### src/rtl/sdec_pkg.sv
// Package: shared constants and the target encoding of the region decoder.
// Assumes a 24-bit address space with the low decode window below 1MB.
package sdec_pkg;
    localparam int ADDR_W    = 24;
    localparam int LOW_W     = 20;              // address bits inside the first 1MB
    localparam int CFG_W     = 8;
    localparam int CFG_N     = 6;               // implemented register count
    localparam int CFG_IDX_W = 3;

    // register indices
    localparam int IDX_ROM_EN  = 0;
    localparam int IDX_RAM_EN0 = 1;
    localparam int IDX_WP      = 4;
    localparam int IDX_ALIAS   = 5;

    // alias control bits
    localparam int ALIAS_SMALL_BIT = 0;
    localparam int ALIAS_RAM_BIT   = 1;

    typedef enum logic [2:0] {
        TGT_NONE  = 3'd0,
        TGT_ROM   = 3'd1,
        TGT_RAM   = 3'd2,
        TGT_EXT   = 3'd3,
        TGT_BLOCK = 3'd4
    } target_e;
endpackage

### src/rtl/sdec_cfg_regs.sv
// Module: configuration register file of the region decoder.
// Holds N_REGS byte registers, written one at a time through a single port.
// Assumes synchronous active-low reset; out-of-range indices are dropped.
module sdec_cfg_regs #(
    parameter int N_REGS = sdec_pkg::CFG_N,
    parameter int DATA_W = sdec_pkg::CFG_W,
    parameter int IDX_W  = sdec_pkg::CFG_IDX_W
) (
    input  logic                          clk,
    input  logic                          rst_n,
    input  logic                          we,
    input  logic [IDX_W-1:0]              idx,
    input  logic [DATA_W-1:0]             wdata,
    output logic [N_REGS-1:0][DATA_W-1:0] regs
);
    for (genvar g = 0; g < N_REGS; g++) begin : g_reg
        // Load register g when its index is written; clear on reset.
        always_ff @(posedge clk) begin
            if (!rst_n)
                regs[g] <= '0;
            else if (we && (idx == IDX_W'(g)))
                regs[g] <= wdata;
        end
    end
endmodule

### src/rtl/sdec_alias_map.sv
// Module: detects the top-of-memory alias and folds it onto the low window.
// The large alias covers the top 2^BIG_W bytes, the small one the top
// 2^(BIG_W-1) bytes; both land at the same offset from the top of 1MB.
module sdec_alias_map #(
    parameter int ADDR_W = sdec_pkg::ADDR_W,
    parameter int LOW_W  = sdec_pkg::LOW_W,
    parameter int BIG_W  = 18
) (
    input  logic [ADDR_W-1:0] addr,
    input  logic              small_sel,
    output logic              alias_hit,
    output logic [LOW_W-1:0]  eff_addr
);
    localparam int TOP_BIG   = ADDR_W - BIG_W;
    localparam int TOP_SMALL = TOP_BIG + 1;

    logic big_hit, small_hit;

    // Compare the high address bits against all-ones for each alias size.
    always_comb begin
        big_hit   = &addr[ADDR_W-1 -: TOP_BIG];
        small_hit = &addr[ADDR_W-1 -: TOP_SMALL];
        alias_hit = small_sel ? small_hit : big_hit;
    end

    // Build the low-window address: aliased offsets sit at the top of 1MB.
    always_comb begin
        if (alias_hit)
            eff_addr = {{(LOW_W-BIG_W){1'b1}}, addr[BIG_W-1:0]};
        else
            eff_addr = addr[LOW_W-1:0];
    end
endmodule

### src/rtl/sdec_block_lookup.sv
// Module: per-block bitmap lookup inside the first 1MB.
// RAM blocks of 2^RAM_SH bytes start at RAM_BASE; ROM and write-protect
// blocks of 2^ROM_SH bytes start at ROM_BASE. Assumes both windows end at 1MB.
module sdec_block_lookup #(
    parameter int          LOW_W    = sdec_pkg::LOW_W,
    parameter int          RAM_SH   = 14,
    parameter int          ROM_SH   = 15,
    parameter logic [19:0] RAM_BASE = 20'hA0000,
    parameter logic [19:0] ROM_BASE = 20'hC0000
) (
    input  logic [LOW_W-1:0] addr,
    input  logic [((1<<LOW_W)-RAM_BASE)/(1<<RAM_SH)-1:0] ram_map,
    input  logic [((1<<LOW_W)-ROM_BASE)/(1<<ROM_SH)-1:0] rom_map,
    input  logic [((1<<LOW_W)-ROM_BASE)/(1<<ROM_SH)-1:0] wp_map,
    output logic             ram_hit,
    output logic             rom_hit,
    output logic             wp_hit
);
    localparam int RAM_N   = ((1<<LOW_W) - RAM_BASE) / (1<<RAM_SH);
    localparam int ROM_N   = ((1<<LOW_W) - ROM_BASE) / (1<<ROM_SH);
    localparam int RAM_IW  = $clog2(RAM_N);
    localparam int ROM_IW  = $clog2(ROM_N);
    localparam int RAM_TW  = LOW_W - RAM_SH;
    localparam int ROM_TW  = LOW_W - ROM_SH;
    localparam logic [RAM_TW-1:0] RAM_FIRST = RAM_TW'(RAM_BASE >> RAM_SH);
    localparam logic [ROM_TW-1:0] ROM_FIRST = ROM_TW'(ROM_BASE >> ROM_SH);

    logic [RAM_TW-1:0] ram_tag;
    logic [ROM_TW-1:0] rom_tag;
    logic [RAM_TW-1:0] ram_off;
    logic [ROM_TW-1:0] rom_off;
    logic              in_ram_win, in_rom_win;

    // Turn the address into block numbers relative to each window base.
    always_comb begin
        ram_tag    = addr[LOW_W-1:RAM_SH];
        rom_tag    = addr[LOW_W-1:ROM_SH];
        in_ram_win = ram_tag >= RAM_FIRST;
        in_rom_win = rom_tag >= ROM_FIRST;
        ram_off    = ram_tag - RAM_FIRST;
        rom_off    = rom_tag - ROM_FIRST;
    end

    // Index the bitmaps; outside a window a lookup never hits.
    always_comb begin
        ram_hit = in_ram_win && ram_map[ram_off[RAM_IW-1:0]];
        rom_hit = in_rom_win && rom_map[rom_off[ROM_IW-1:0]];
        wp_hit  = in_rom_win && wp_map[rom_off[ROM_IW-1:0]];
    end
endmodule

### src/rtl/shadow_region_decoder.sv
// Module: top of the shadow RAM region decoder.
// Routes each strobed access to ROM, shadow RAM or the expansion bus from
// the configured bitmaps, handles the top-of-memory alias and protected
// writes. Outputs are combinational; only configuration is registered.
module shadow_region_decoder
    import sdec_pkg::*;
#(
    parameter int RAM_BLOCKS = 24,
    parameter int ROM_BLOCKS = 8
) (
    input  logic                 clk,
    input  logic                 rst_n,
    input  logic [ADDR_W-1:0]    addr,
    input  logic                 wr,
    input  logic                 strobe,
    input  logic                 cfg_we,
    input  logic [CFG_IDX_W-1:0] cfg_idx,
    input  logic [CFG_W-1:0]     cfg_wdata,
    input  logic                 rom_wide,
    output logic                 sel_rom,
    output logic                 sel_ram,
    output logic                 sel_ext,
    output logic                 rom_cs_n,
    output logic                 wr_inhibit,
    output logic                 cyc16
);
    localparam int RAM_REGS = RAM_BLOCKS / CFG_W;

    logic [CFG_N-1:0][CFG_W-1:0] cfg;
    logic [RAM_BLOCKS-1:0]       ram_map;
    logic [ROM_BLOCKS-1:0]       rom_map;
    logic [ROM_BLOCKS-1:0]       wp_map;
    logic                        alias_hit;
    logic [LOW_W-1:0]            eff_addr;
    logic                        ram_hit, rom_hit, wp_hit;
    logic                        low_meg;
    target_e                     tgt;

    sdec_cfg_regs #(
        .N_REGS (CFG_N),
        .DATA_W (CFG_W),
        .IDX_W  (CFG_IDX_W)
    ) u_cfg (
        .clk   (clk),
        .rst_n (rst_n),
        .we    (cfg_we),
        .idx   (cfg_idx),
        .wdata (cfg_wdata),
        .regs  (cfg)
    );

    // Gather the RAM enable bytes into one block-ordered bitmap.
    for (genvar r = 0; r < RAM_REGS; r++) begin : g_ram_map
        assign ram_map[r*CFG_W +: CFG_W] = cfg[IDX_RAM_EN0 + r];
    end
    assign rom_map = cfg[IDX_ROM_EN][ROM_BLOCKS-1:0];
    assign wp_map  = cfg[IDX_WP][ROM_BLOCKS-1:0];

    sdec_alias_map #(
        .ADDR_W (ADDR_W),
        .LOW_W  (LOW_W),
        .BIG_W  (18)
    ) u_alias (
        .addr      (addr),
        .small_sel (cfg[IDX_ALIAS][ALIAS_SMALL_BIT]),
        .alias_hit (alias_hit),
        .eff_addr  (eff_addr)
    );

    sdec_block_lookup #(
        .LOW_W    (LOW_W),
        .RAM_SH   (14),
        .ROM_SH   (15),
        .RAM_BASE (20'hA0000),
        .ROM_BASE (20'hC0000)
    ) u_lookup (
        .addr    (eff_addr),
        .ram_map (ram_map),
        .rom_map (rom_map),
        .wp_map  (wp_map),
        .ram_hit (ram_hit),
        .rom_hit (rom_hit),
        .wp_hit  (wp_hit)
    );

    // Flag accesses whose upper address bits are zero (first megabyte).
    assign low_meg = (addr[ADDR_W-1:LOW_W] == '0);

    // Choose one destination by priority: alias, RAM, ROM, then external bus.
    always_comb begin
        tgt = TGT_NONE;
        if (strobe) begin
            if (alias_hit) begin
                if (cfg[IDX_ALIAS][ALIAS_RAM_BIT])
                    tgt = (wr && wp_hit) ? TGT_BLOCK : TGT_RAM;
                else
                    tgt = TGT_ROM;
            end else if (low_meg && ram_hit) begin
                tgt = (wr && wp_hit) ? TGT_BLOCK : TGT_RAM;
            end else if (low_meg && rom_hit) begin
                tgt = TGT_ROM;
            end else begin
                tgt = TGT_EXT;
            end
        end
    end

    // Decode the chosen destination onto the output pins.
    always_comb begin
        sel_rom    = (tgt == TGT_ROM);
        sel_ram    = (tgt == TGT_RAM);
        sel_ext    = (tgt == TGT_EXT);
        wr_inhibit = (tgt == TGT_BLOCK);
        rom_cs_n   = !(tgt == TGT_ROM);
        cyc16      = (tgt == TGT_ROM) && rom_wide;
    end
endmodule

### config.mk
export PLATFORM = sky130hd
export DESIGN_NAME = shadow_region_decoder
export DESIGN_NICKNAME = d
export VERILOG_FILES = /design/src/rtl/sdec_pkg.sv /design/src/rtl/sdec_cfg_regs.sv /design/src/rtl/sdec_alias_map.sv /design/src/rtl/sdec_block_lookup.sv /design/src/rtl/shadow_region_decoder.sv
export SDC_FILE = /design/constraint.sdc
export NUM_CORES = 1
export LEC_CHECK = 0
export BUFFER_PORTS_ARGS = -buffer_cell sky130_fd_sc_hd__buf_2
export CAP_MARGIN = 25
export CORE_ASPECT_RATIO = 0.6
export CORE_MARGIN = 5
export CORE_UTILIZATION = 60
export DETAILED_ROUTE_END_ITERATION = 6
export PLACE_DENSITY = 0.85
export SLEW_MARGIN = 25
export SYNTH_ARGS = -nofsm -noshare
export SYNTH_HDL_FRONTEND = slang
export SYNTH_HIERARCHICAL = 1
export SYNTH_SLANG_ARGS = --single-unit
export TNS_END_PERCENT = 100
### constraint.sdc
create_clock -name clk -period 4.45 [get_ports clk]
set_clock_uncertainty 0.05 [all_clocks]
set_input_delay 0.6675 -clock clk [delete_from_list [all_inputs] [get_ports clk]]
set_output_delay 0.6675 -clock clk [all_outputs]
set_load 0.1 [all_outputs]
* Word-level counts from Yosys, hierarchy flattened
Cells that the tools add are included.
** Operators by class
- Reductions and logical operators :: 18
- Order comparisons :: 4
- Eq/ne operators :: 9
- Multiplexer cells :: 14
- $add $sub $neg :: 2
** Operators by type and width (count)
- 20-bit 2-to-1 mux :: 1
- 3-bit 2-to-1 mux :: 5
- 1-bit logical AND :: 13
- 3-bit by 2-bit == test with 1-bit output (second input constant) :: 4
- 3-bit == test (second input constant) :: 3
- 7-bit AND reduction :: 1
- 1-bit binary-select mux with 3-bit select :: 2
- 3-bit by 1-bit == test with 1-bit output (second input constant) :: 2
- 6-bit >= comparator (second input constant) :: 1
- 5-bit by 6-bit < comparator with 1-bit output (second input constant) :: 1
- 6-bit AND reduction :: 1
- 1-bit binary-select mux with 5-bit select :: 1
- 5-bit >= comparator (second input constant) :: 1
- 5-bit by 4-bit subtractor with 5-bit output (second input constant) :: 1
- 4-bit logical NOT :: 1
- 3-bit by 4-bit < comparator with 1-bit output (second input constant) :: 1
- 1-bit 2-to-1 mux :: 4
- 3-bit logical NOT :: 1
- 3-bit by 1-bit subtractor with 3-bit output (second input constant) :: 1
- 2-bit 2-to-1 mux :: 1
- 1-bit logical NOT :: 1
** Word-level totals
- Register bits :: 42
- Logic and storage cells :: 53
- Input bits :: 41
- Output and inout bits :: 6

* Longest topological paths before layout
Gate-level depths: netlist of the first run.
- Word-level depth :: 14
- Gate-level depth with buffers :: 10
- Depth with buffers taken out :: 9

* Hierarchy
The synthesis of the first run kept the hierarchy.
** Modules (own cells, without submodules)
- sdec_cfg_regs :: area an instance 1774.2 um^2, cells an instance 170, instances 1, sequential area each 960.9 um^2
- sdec_block_lookup :: area an instance 410.4 um^2, cells an instance 40, instances 1, sequential area each 0.0 um^2
- sdec_alias_map :: area an instance 176.4 um^2, cells an instance 24, instances 1, sequential area each 0.0 um^2
- shadow_region_decoder :: area an instance 121.4 um^2, cells an instance 13, instances 1, sequential area each 0.0 um^2

* Worst setup path before layout of the first run
OpenSTA, ideal clock, no wires.
- Path type :: input-to-output
- Start :: input port addr[14]
- End :: output port cyc16
- Required time :: 3.733 ns
- Slack :: 0.274 ns
- Path buffers :: 2
- Arrival time :: 3.458 ns
- Stages on the path :: 9
- Cells stage by stage :: buf_4 buf_6 mux4_1 mux2_2 nand4_1 nand3_1 nor4bb_4 a2bb2oi_2 nor2b_2
** Between the ends
- Cells in the longest elaborated chain, start to end :: 11
- Elaborated cells on any way between the ends :: 12
- Those cells by class :: 1 x add/sub; 1 x order compare; 1 x eq/ne; 6 x mux; 3 x reduce/logical
** RTL lines
- from (decl) :: RTL line shadow_region_decoder.sv:13 : input logic [ADDR_W-1:0] addr,
- 20-bit 2-to-1 mux (*) :: RTL line sdec_alias_map.sv:28 : if (alias_hit)
- 5-bit by 4-bit subtractor with 5-bit output :: RTL line sdec_block_lookup.sv:40 : ram_off = ram_tag - RAM_FIRST;
- 1-bit binary-select mux with 5-bit select :: RTL line sdec_block_lookup.sv:46 : ram_hit = in_ram_win && ram_map[ram_off[RAM_IW-1:0]];
- 1-bit 2-to-1 mux (not written as such) :: RTL line sdec_block_lookup.sv:46
- 1-bit logical AND (*) :: RTL line sdec_block_lookup.sv:46
- net ram_hit :: RTL line shadow_region_decoder.sv:35 : logic ram_hit, rom_hit, wp_hit;
- 1-bit logical AND (*) :: RTL line shadow_region_decoder.sv:98 : end else if (low_meg && ram_hit) begin
- 3-bit 2-to-1 mux (*) :: RTL line shadow_region_decoder.sv:98
- 3-bit 2-to-1 mux (*) :: RTL line shadow_region_decoder.sv:93 : if (alias_hit) begin
- 3-bit 2-to-1 mux (*) :: RTL line shadow_region_decoder.sv:92 : if (strobe) begin
- 3-bit by 1-bit == test with 1-bit output (*) :: RTL line shadow_region_decoder.sv:115 : cyc16 = (tgt == TGT_ROM) && rom_wide;
- 1-bit logical AND (*) :: RTL line shadow_region_decoder.sv:115
- to (decl) :: RTL line shadow_region_decoder.sv:25 : output logic cyc16
The timed path passes the listed nets; every way through them passes the cells marked *. The select of a mux whose other input is x is not followed.

* Worst setup path in the final report of the first run
Ends and elaborated chain as after synthesis.

==> results of run 1 <==
==> area by class of cell <==
class / count / area, sq um
multi-input cells: 148 / 1182
fillers: 269 / 1015
flip-flops and latches: 42 / 840.8
repair buffers: 32 / 160.2
clock buffers: 5 / 68.82
well taps: 45 / 56.30
clock inverters: 3 / 25.02
inverters: 4 / 15.01
==> cells in the final DEF, fill, tap and decap left out <==
cell type   count
nand2_1        61
mux2i_1        46
dfxtp_1        42
buf_2          32
clkbuf_8        5
inv_1           4
mux4_2          4
mux4_1          4
a21oi_1         3
nor2_1          3
and3b_1         2
nand4_1         2
nand4bb_1       2
nand4b_1        2
o211ai_1        2
nand3_1         2
nor4_4          1
nor4bb_4        1
a2bb2oi_2       1
a32oi_1         1
o21ai_1         1
nor2b_2         1
clkinvlp_4      1
clkinv_4        1
inv_6           1
nor2b_4         1
nor3_2          1
and4bb_2        1
or4b_1          1
a21o_1          1
mux2_2          1
a311oi_1        1
a31oi_1         1
ha_1            1
==> tightest hold or removal path: stages, from the launching register on <==
cell and delay (ns):
dfxtp_1 0.32, nand2_1 0.05, mux2i_1 0.05
==> power by group <==
part	switching [mW]	internal (mW)
Combinational	0.0475	0.0306
Clock	0.141	0.113
Sequential	0.00416	0.384
==> worst max path at each step <==
stage	end	slack (ns)	cells after the start
floorplan	cyc16	0.27	9
global placement	cyc16	0.73	9
detailed placement	cyc16	0.69	9
CTS	cyc16	0.68	9
global route	cyc16	0.58	9
finish	cyc16	0.68	9
==> metrics by stage <==
stage                     total power, mW  utilization  hold slack (ns)  setup slack (ns)  cell area [sq um]
final                              0.7202       0.6983           0.4120            0.6788               2349
after global routing               0.7499       0.6983           0.4306            0.5761               2349
after CTS                          0.7263       0.6983           0.4169            0.6841               2349
after detailed placement           0.4742       0.6704           0.3981            0.6916               2255
after global placement             0.4719       0.6704           0.3899            0.7278               2255
after floorplan                    0.4543            -           0.3799            0.2740               2175
==> per-layer routing <==
| layer | up-vias | GRT usage | share of wire |
|---|---|---|---|
| met5 | - | 0 | 0 |
| met4 | 0 | 0.03939 | 0.0049 |
| met3 | 4 | 0.04532 | 0.065 |
| met2 | 52 | 0.2800 | 0.45 |
| met1 | 761 | 0.2917 | 0.48 |
| li1 | 789 | - | - |
==> results_tabular.tex, run 1 <==
\begin{tabular}{lr}
\hline
Metric & Value \\
\hline
\multicolumn{2}{l}{\textbf{Run status}} \\
\quad Outcome & finished clean \\
\multicolumn{2}{l}{\textbf{Placement}} \\
\quad Final HPWL DP & $\sim$3.4 mm \\
\quad PortBufs & 32 \\
\quad Total placed cells including tap cells & 271 \\
\quad Gp weighted congestion & about 0.76 \\
\multicolumn{2}{l}{\textbf{Run}} \\
\quad Max cap viols & 0 \\
\multicolumn{2}{l}{\textbf{Power and ir drop}} \\
\quad Total power density per cell area & a little over 300 mW/mm\^{}2 \\
\quad Worst vdd ir & approximately 0.19 mV \\
\quad Leakage power summed over all cells & about 1.1 nW \\
\multicolumn{2}{l}{\textbf{Worst hold path}} \\
\quad WHS Endpoint & u\_cfg/regs[21]\$\_SDFFE\_PN0P\_ \\
\quad Beginning of the worst hold path & u\_cfg/regs[21]\$\_SDFFE\_PN0P\_ \\
\quad HP Class & reg -> reg \\
\quad Hold Path Depth & 2 \\
\multicolumn{2}{l}{\textbf{STA}} \\
\quad Period utilization & 0.8475 \\
\quad Slew @ Worst Pin & just over 0.8 ns \\
\quad Final critical path time including I/O delays and setup & 3.771 ns \\
\quad Count of final max-slew check failures & 0 \\
\quad Count of final setup violators & 0 \\
\quad Top achievable clock speed & roughly 0.27 GHz \\
\quad Setup repair after global routing missed its margin & no \\
\quad Endpoints failing hold & 0 \\
\quad Final-layout setup total negative slack & 0 ns \\
\quad Slew HR & 0.4480 \\
\multicolumn{2}{l}{\textbf{GRT}} \\
\quad Largest net degree at the start of global routing & 51 \\
\quad Overflow after GRT & 0 \\
\quad Number of global-route vias before repair & approximately 1,500 \\
\quad Antenna violations before repair & 0 \\
\quad Total track usage & 0.1939 \\
\quad Global-route wire length before repair & 7.569 mm \\
\multicolumn{2}{l}{\textbf{Routing}} \\
\quad ANT nets after route & 0 \\
\quad Final routed wirelength across all metal layers & 4.528 mm \\
\quad Number of design rule violations left after detail routing & 0 \\
\quad Post-DR wirelength/cell & about 16 um \\
\quad DR iter-0 viols & 83 \\
\quad Vias/cell & 5.756 \\
\quad First-pass detailed-route iteration total & 4 \\
\quad Vias after detailed routing & approximately 1,600 \\
\multicolumn{2}{l}{\textbf{Clock network}} \\
\quad Number of buffers created by CTS & 5 \\
\quad Clock transition at the registers of the reported paths & approximately 0.080 ns \\
\quad Gates resized, CTS repair & 0 \\
\quad CTS hold repair buffers & 0 \\
\quad Htree depth & 2 \\
\quad Later-pin clock latency in the skew report & roughly 0.30 ns \\
\quad CTS tree & built \\
\quad Max Root-Sink Buffers & 2 \\
\quad Root buf cell & clkbuf\_8 \\
\quad Clock sink count & 42 \\
\quad Total setup buffers inserted after CTS & 0 \\
\multicolumn{2}{l}{\textbf{Worst setup path}} \\
\quad Data required time of the critical path & about 3.7 ns \\
\quad List of cells traversed by the critical path & buf\_2, mux4\_1, mux2\_2, nand4\_1, nand3\_1, nor4bb\_4, a2bb2oi\_2, nor2b\_2, buf\_2 \\
\quad Reg-to-reg critical path endpoint & u\_cfg/regs[7]\$\_SDFFE\_PN0P\_ \\
\quad Buffer and inverter count on the worst path & 2 \\
\quad Critical path origin & addr[14] \\
\quad Critical Path End Type & output pin \\
\quad Stage delay of the slowest cell on the critical path & around 0.64 ns \\
\quad Worst path top cell family by delay & multiplexers \\
\quad Arrival time of the worst setup path & 3.05 ns \\
\quad Crit-path max FO & 8 \\
\quad CP dominant cell by count & buf\_2 \\
\quad Worst flop-to-flop path startpoint & u\_cfg/regs[7]\$\_SDFFE\_PN0P\_ \\
\quad Register-to-register setup slack & between 3 and 4 ns \\
\quad Highest-delay cell along the critical path & mux4\_1 \\
\quad Critical path start-end classification & in -> out \\
\quad Number of cell instances on the worst register-to-register path & 2 \\
\quad Startpoint type of the worst setup path & input port \\
\multicolumn{2}{l}{\textbf{Logic synthesis}} \\
\quad Yosys warning total & 6 \\
\quad Total standard cell area after synthesis & roughly 0.0022 sq mm \\
\quad Number of nets produced by synthesis & between 200 and 300 \\
\quad Post-Synthesis Mean Instance Area & slightly above 10 sq um \\
\quad Cells after Synth & 215 \\
\multicolumn{2}{l}{\textbf{Floorplan}} \\
\quad Starting Density & 0.6466 \\
\quad Count of boundary I/O pins & between 40 and 50 \\
\quad Total die area & a little under 0.005 sq mm \\
\quad Number of placement rows & 16 \\
\quad Die Height & around 57 um \\
\quad Core Footprint & approximately 0.0034 sq mm \\
\quad Chip width & around 90 um \\
\multicolumn{2}{l}{\textbf{Finish}} \\
\quad Largest register FFs & 42 \\
\quad Final non-filler cell total & 279 \\
\quad Area growth, synth to finish & 7.998\% \\
\quad Fraction of final layout cells sized beyond drive strength 1 & 0.2222 \\
\quad Top Registers & u\_cfg/regs x42 \\
\quad Number of inserted diodes & 0 \\
\quad Largest Register & u\_cfg/regs \\
\quad Post-layout net count & $\sim$280 \\
\hline
\end{tabular}
(Power assumes the default switching activity.)
==> run 2, diff against run 1 <==
--- a/config.mk
+++ b/config.mk
@@ -9,9 +9,9 @@
 export CAP_MARGIN = 25
 export CORE_ASPECT_RATIO = 0.6
 export CORE_MARGIN = 5
-export CORE_UTILIZATION = 60
+export CORE_UTILIZATION = 55
 export DETAILED_ROUTE_END_ITERATION = 6
-export PLACE_DENSITY = 0.85
+export PLACE_DENSITY = 0.79
 export SLEW_MARGIN = 25
 export SYNTH_ARGS = -nofsm -noshare
 export SYNTH_HDL_FRONTEND = slang
==> constraint.sdc (replaced) <==
create_clock -name clk -period 3.88 [get_ports clk]
set_clock_uncertainty 0.05 [all_clocks]
set_input_delay 0.582 -clock clk [delete_from_list [all_inputs] [get_ports clk]]
set_output_delay 0.582 -clock clk [all_outputs]
set_load 0.1 [all_outputs]
==> run 2 against run 1 <==
Compared with the run above:
- non-clock buffer count did not move
- power increased by 23%
- critical endpoint is now sel_rom
- highest routed layer unchanged
- largest cell class unchanged
- die area is 7.7% higher
==> results_tabular.tex, run 2 (synthesis results as in run 1) <==
\begin{tabular}{lr}
\hline
Metric & Value \\
\hline
\multicolumn{2}{l}{\textbf{Finish}} \\
\quad Top Registers & u\_cfg/regs x42 \\
\quad Fraction of final layout cells sized beyond drive strength 1 & 0.2265 (+0.004274) \\
\quad Commonest non-fill, non-tap cells in the layout & 61 x nand2\_1, 46 x mux2i\_1, 42 x dfxtp\_1 \\
\quad Number of inserted diodes & 0 (unchanged) \\
\quad Final non-filler cell total & 281 (+0.72\%) \\
\quad Largest register FFs & 42 (unchanged) \\
\quad Sequential cell area in the final layout & 840.8 sq um (unchanged) \\
\quad Final design utilization & 0.6410 (-0.05725) \\
\quad Count of fill cells added during filler insertion & 318 (+18\%) \\
\quad Largest Register & u\_cfg/regs \\
\quad Commonest non-fill, non-tap cell in the layout & nand2\_1 \\
\quad Post-layout net count & 275 (unchanged) \\
\quad Multi-input gate area & 0.001197 sq mm (+1.3\%) \\
\quad Area growth, synth to finish & 10.36\% \\
\multicolumn{2}{l}{\textbf{Floorplan}} \\
\quad Core Footprint & 0.003744 sq mm (+11\%) \\
\quad Total die area & 0.005352 sq mm (+7.7\%) \\
\quad Die Height & 58.71 um (+3.7\%) \\
\quad Count of boundary I/O pins & 47 (unchanged) \\
\quad Chip width & 91.18 um (+3.9\%) \\
\quad Starting Density & 0.5809 (-0.06569) \\
\quad Number of placement rows & 17 (+1) \\
\multicolumn{2}{l}{\textbf{Placement}} \\
\quad Final HPWL DP & 3.449 mm (+0.84\%) \\
\quad Worst-case setup slack after placement & 0.3467 ns (-0.3449 ns) \\
\quad Total placed cells including tap cells & 273 (+0.74\%) \\
\quad Gp weighted congestion & 0.7819 (+3.4\%) \\
\quad PortBufs & 32 (unchanged) \\
\multicolumn{2}{l}{\textbf{Worst setup path}} \\
\quad Highest-delay cell along the critical path & mux4\_1 \\
\quad Register-to-register setup slack & 3.12 ns (-0.60 ns) \\
\quad Last element of the critical path & sel\_rom \\
\quad CP dominant cell by count & buf\_2 \\
\quad Arrival time of the worst setup path & 2.91 ns (-0.14 ns) \\
\quad Number of cells on the critical path & 9 (unchanged) \\
\quad Critical path origin & addr[14] \\
\quad List of cells traversed by the critical path & buf\_2, mux4\_1, mux2\_2, nand4\_1, nand3\_1, nor4bb\_4, a2bb2oi\_4, inv\_1, buf\_2 \\
\quad Crit-path max FO & 8 (unchanged) \\
\quad Worst path top cell family by delay & multiplexers \\
\quad Worst flop-to-flop path startpoint & u\_cfg/regs[41]\$\_SDFFE\_PN0P\_ \\
\quad Buffer and inverter count on the worst path & 3 (+1) \\
\quad Critical Path End Type & output pin \\
\quad Data required time of the critical path & 3.25 ns (-0.48 ns) \\
\quad Startpoint type of the worst setup path & input port \\
\quad Critical path start-end classification & in -> out \\
\quad Stage delay of the slowest cell on the critical path & 0.61 ns (-0.03 ns) \\
\quad Reg-to-reg critical path endpoint & u\_cfg/regs[41]\$\_SDFFE\_PN0P\_ \\
\quad Number of cell instances on the worst register-to-register path & 2 (unchanged) \\
\multicolumn{2}{l}{\textbf{STA}} \\
\quad Period utilization & 0.9127 \\
\quad Final critical path time including I/O delays and setup & between 3 and 4 ns \\
\quad Count of final setup violators & 0 (unchanged) \\
\quad Final Worst Setup Slack & 0.3385 ns (-0.3402 ns) \\
\quad Endpoints failing hold & 0 (unchanged) \\
\quad Top achievable clock speed & roughly 0.28 GHz \\
\quad Slew @ Worst Pin & 0.8274 ns (-0.0006065 ns) \\
\quad Fin Hold WS & 0.4094 ns (-0.002606 ns) \\
\quad Slew HR & 0.4484 (about the same) \\
\quad Setup repair after global routing missed its margin & no \\
\quad Count of final max-slew check failures & 0 (unchanged) \\
\multicolumn{2}{l}{\textbf{Clock network}} \\
\quad Number of buffers created by CTS & 5 (unchanged) \\
\quad Max Root-Sink Buffers & 2 (unchanged) \\
\quad Gates resized, CTS repair & 0 (unchanged) \\
\quad Later-pin clock latency in the skew report & 0.30 ns (about the same) \\
\quad Clock sink count & 42 (unchanged) \\
\quad Total setup buffers inserted after CTS & 0 (unchanged) \\
\quad CTS tree & built \\
\quad CTS hold repair buffers & 0 (unchanged) \\
\quad Root buf cell & clkbuf\_8 \\
\quad Clock transition at the registers of the reported paths & 0.08 ns (about the same) \\
\quad Htree depth & 2 (unchanged) \\
\multicolumn{2}{l}{\textbf{Worst hold path}} \\
\quad HP Class & reg -> reg \\
\quad Hold Path Depth & 2 (unchanged) \\
\multicolumn{2}{l}{\textbf{GRT}} \\
\quad Antenna violations before repair & 0 (unchanged) \\
\quad Largest net degree at the start of global routing & 51 (unchanged) \\
\quad Number of global-route vias before repair & 1,512 (-0.59\%) \\
\quad Total track usage & 0.1828 (-0.01109) \\
\quad Global-route wire length before repair & 7.493 mm (-1.0\%) \\
\quad Overflow after GRT & 0 (unchanged) \\
\multicolumn{2}{l}{\textbf{Routing}} \\
\quad ANT nets after route & 0 (unchanged) \\
\quad Final routed wirelength across all metal layers & 4.579 mm (+1.1\%) \\
\quad Number of design rule violations left after detail routing & 0 (unchanged) \\
\quad DR iter-0 viols & 71 (-14\%) \\
\quad Vias/cell & 5.701 (-0.96\%) \\
\quad First-pass detailed-route iteration total & 4 (unchanged) \\
\quad Post-DR wirelength/cell & 16.30 um (+0.41\%) \\
\quad Vias after detailed routing & 1,602 (-0.25\%) \\
\multicolumn{2}{l}{\textbf{Power and ir drop}} \\
\quad Total power draw & 0.8893 mW (+23\%) \\
\quad Worst vdd ir & 0.2335 mV (+21\%) \\
\quad Leakage power summed over all cells & 1.149 nW (+1.9\%) \\
\quad Total power density per cell area & 370.6 mW/mm\^{}2 (+21\%) \\
\multicolumn{2}{l}{\textbf{Run}} \\
\quad Max cap viols & 0 (unchanged) \\
\multicolumn{2}{l}{\textbf{Run status}} \\
\quad Outcome & finished clean \\
\hline
\end{tabular}
==> run 2: cell count changes in the layout (fill, tap and decap cells not counted), sizes merged <==
cell      change
clkinvlp      -1
bufinv        +1
==> run 2: power breakdown <==
part           switching (mW)  internal (mW)  total [mW]  leakage (nW)
combinational          0.0551         0.0354      0.0904         0.750
clock                   0.161          0.193       0.354        0.0585
sequential            0.00466          0.440       0.445         0.340
==> run 2: stage by stage <==
step | TNS [ns] | area, sq um
finish | 0 | 2400
global route | 0 | 2400
CTS | 0 | 2400
detailed placement | 0 | 2287
global placement | 0 | 2287
floorplan | -0.02260 | 2190
==> run 2: cell type report <==
cell class | instances | share of cell area
multi-input cells | 148 | 0.4990
flip-flops and latches | 42 | 0.3504
repair buffers | 32 | 0.07299
clock buffers | 5 | 0.02868
well taps | 47 | 0.02450
clock inverters | 3 | 0.01825
inverters | 4 | 0.006257
==> run 2: metal layers <==
layer,global-route usage,share of wire,vias to the layer above
li1,-,-,790
met1,0.2528,0.48,759
met2,0.2659,0.43,43
met3,0.04981,0.062,10
met4,0.08787,0.020,0
met5,0,0,-
==> run 2: worst reg2reg max path, stage by stage, from the launching register on <==
cell	delay [ns]
dfxtp_1	0.42
nand2_1	0.07
mux2i_1	0.15
==> run 2: how the worst min path moves through the flow <==
| stage | slack, ns | end | from |
|---|---|---|---|
| finish | 0.41 | u_cfg/regs[19]$_SDFFE_PN0P_ | u_cfg/regs[19]$_SDFFE_PN0P_ |
| global route | 0.43 | u_cfg/regs[9]$_SDFFE_PN0P_ | u_cfg/regs[9]$_SDFFE_PN0P_ |
| CTS | 0.41 | u_cfg/regs[19]$_SDFFE_PN0P_ | u_cfg/regs[19]$_SDFFE_PN0P_ |
| detailed placement | 0.40 | u_cfg/regs[19]$_SDFFE_PN0P_ | u_cfg/regs[19]$_SDFFE_PN0P_ |
| global placement | 0.39 | u_cfg/regs[21]$_SDFFE_PN0P_ | u_cfg/regs[21]$_SDFFE_PN0P_ |
| floorplan | 0.38 | u_cfg/regs[17]$_SDFFE_PN0P_ | u_cfg/regs[17]$_SDFFE_PN0P_ |
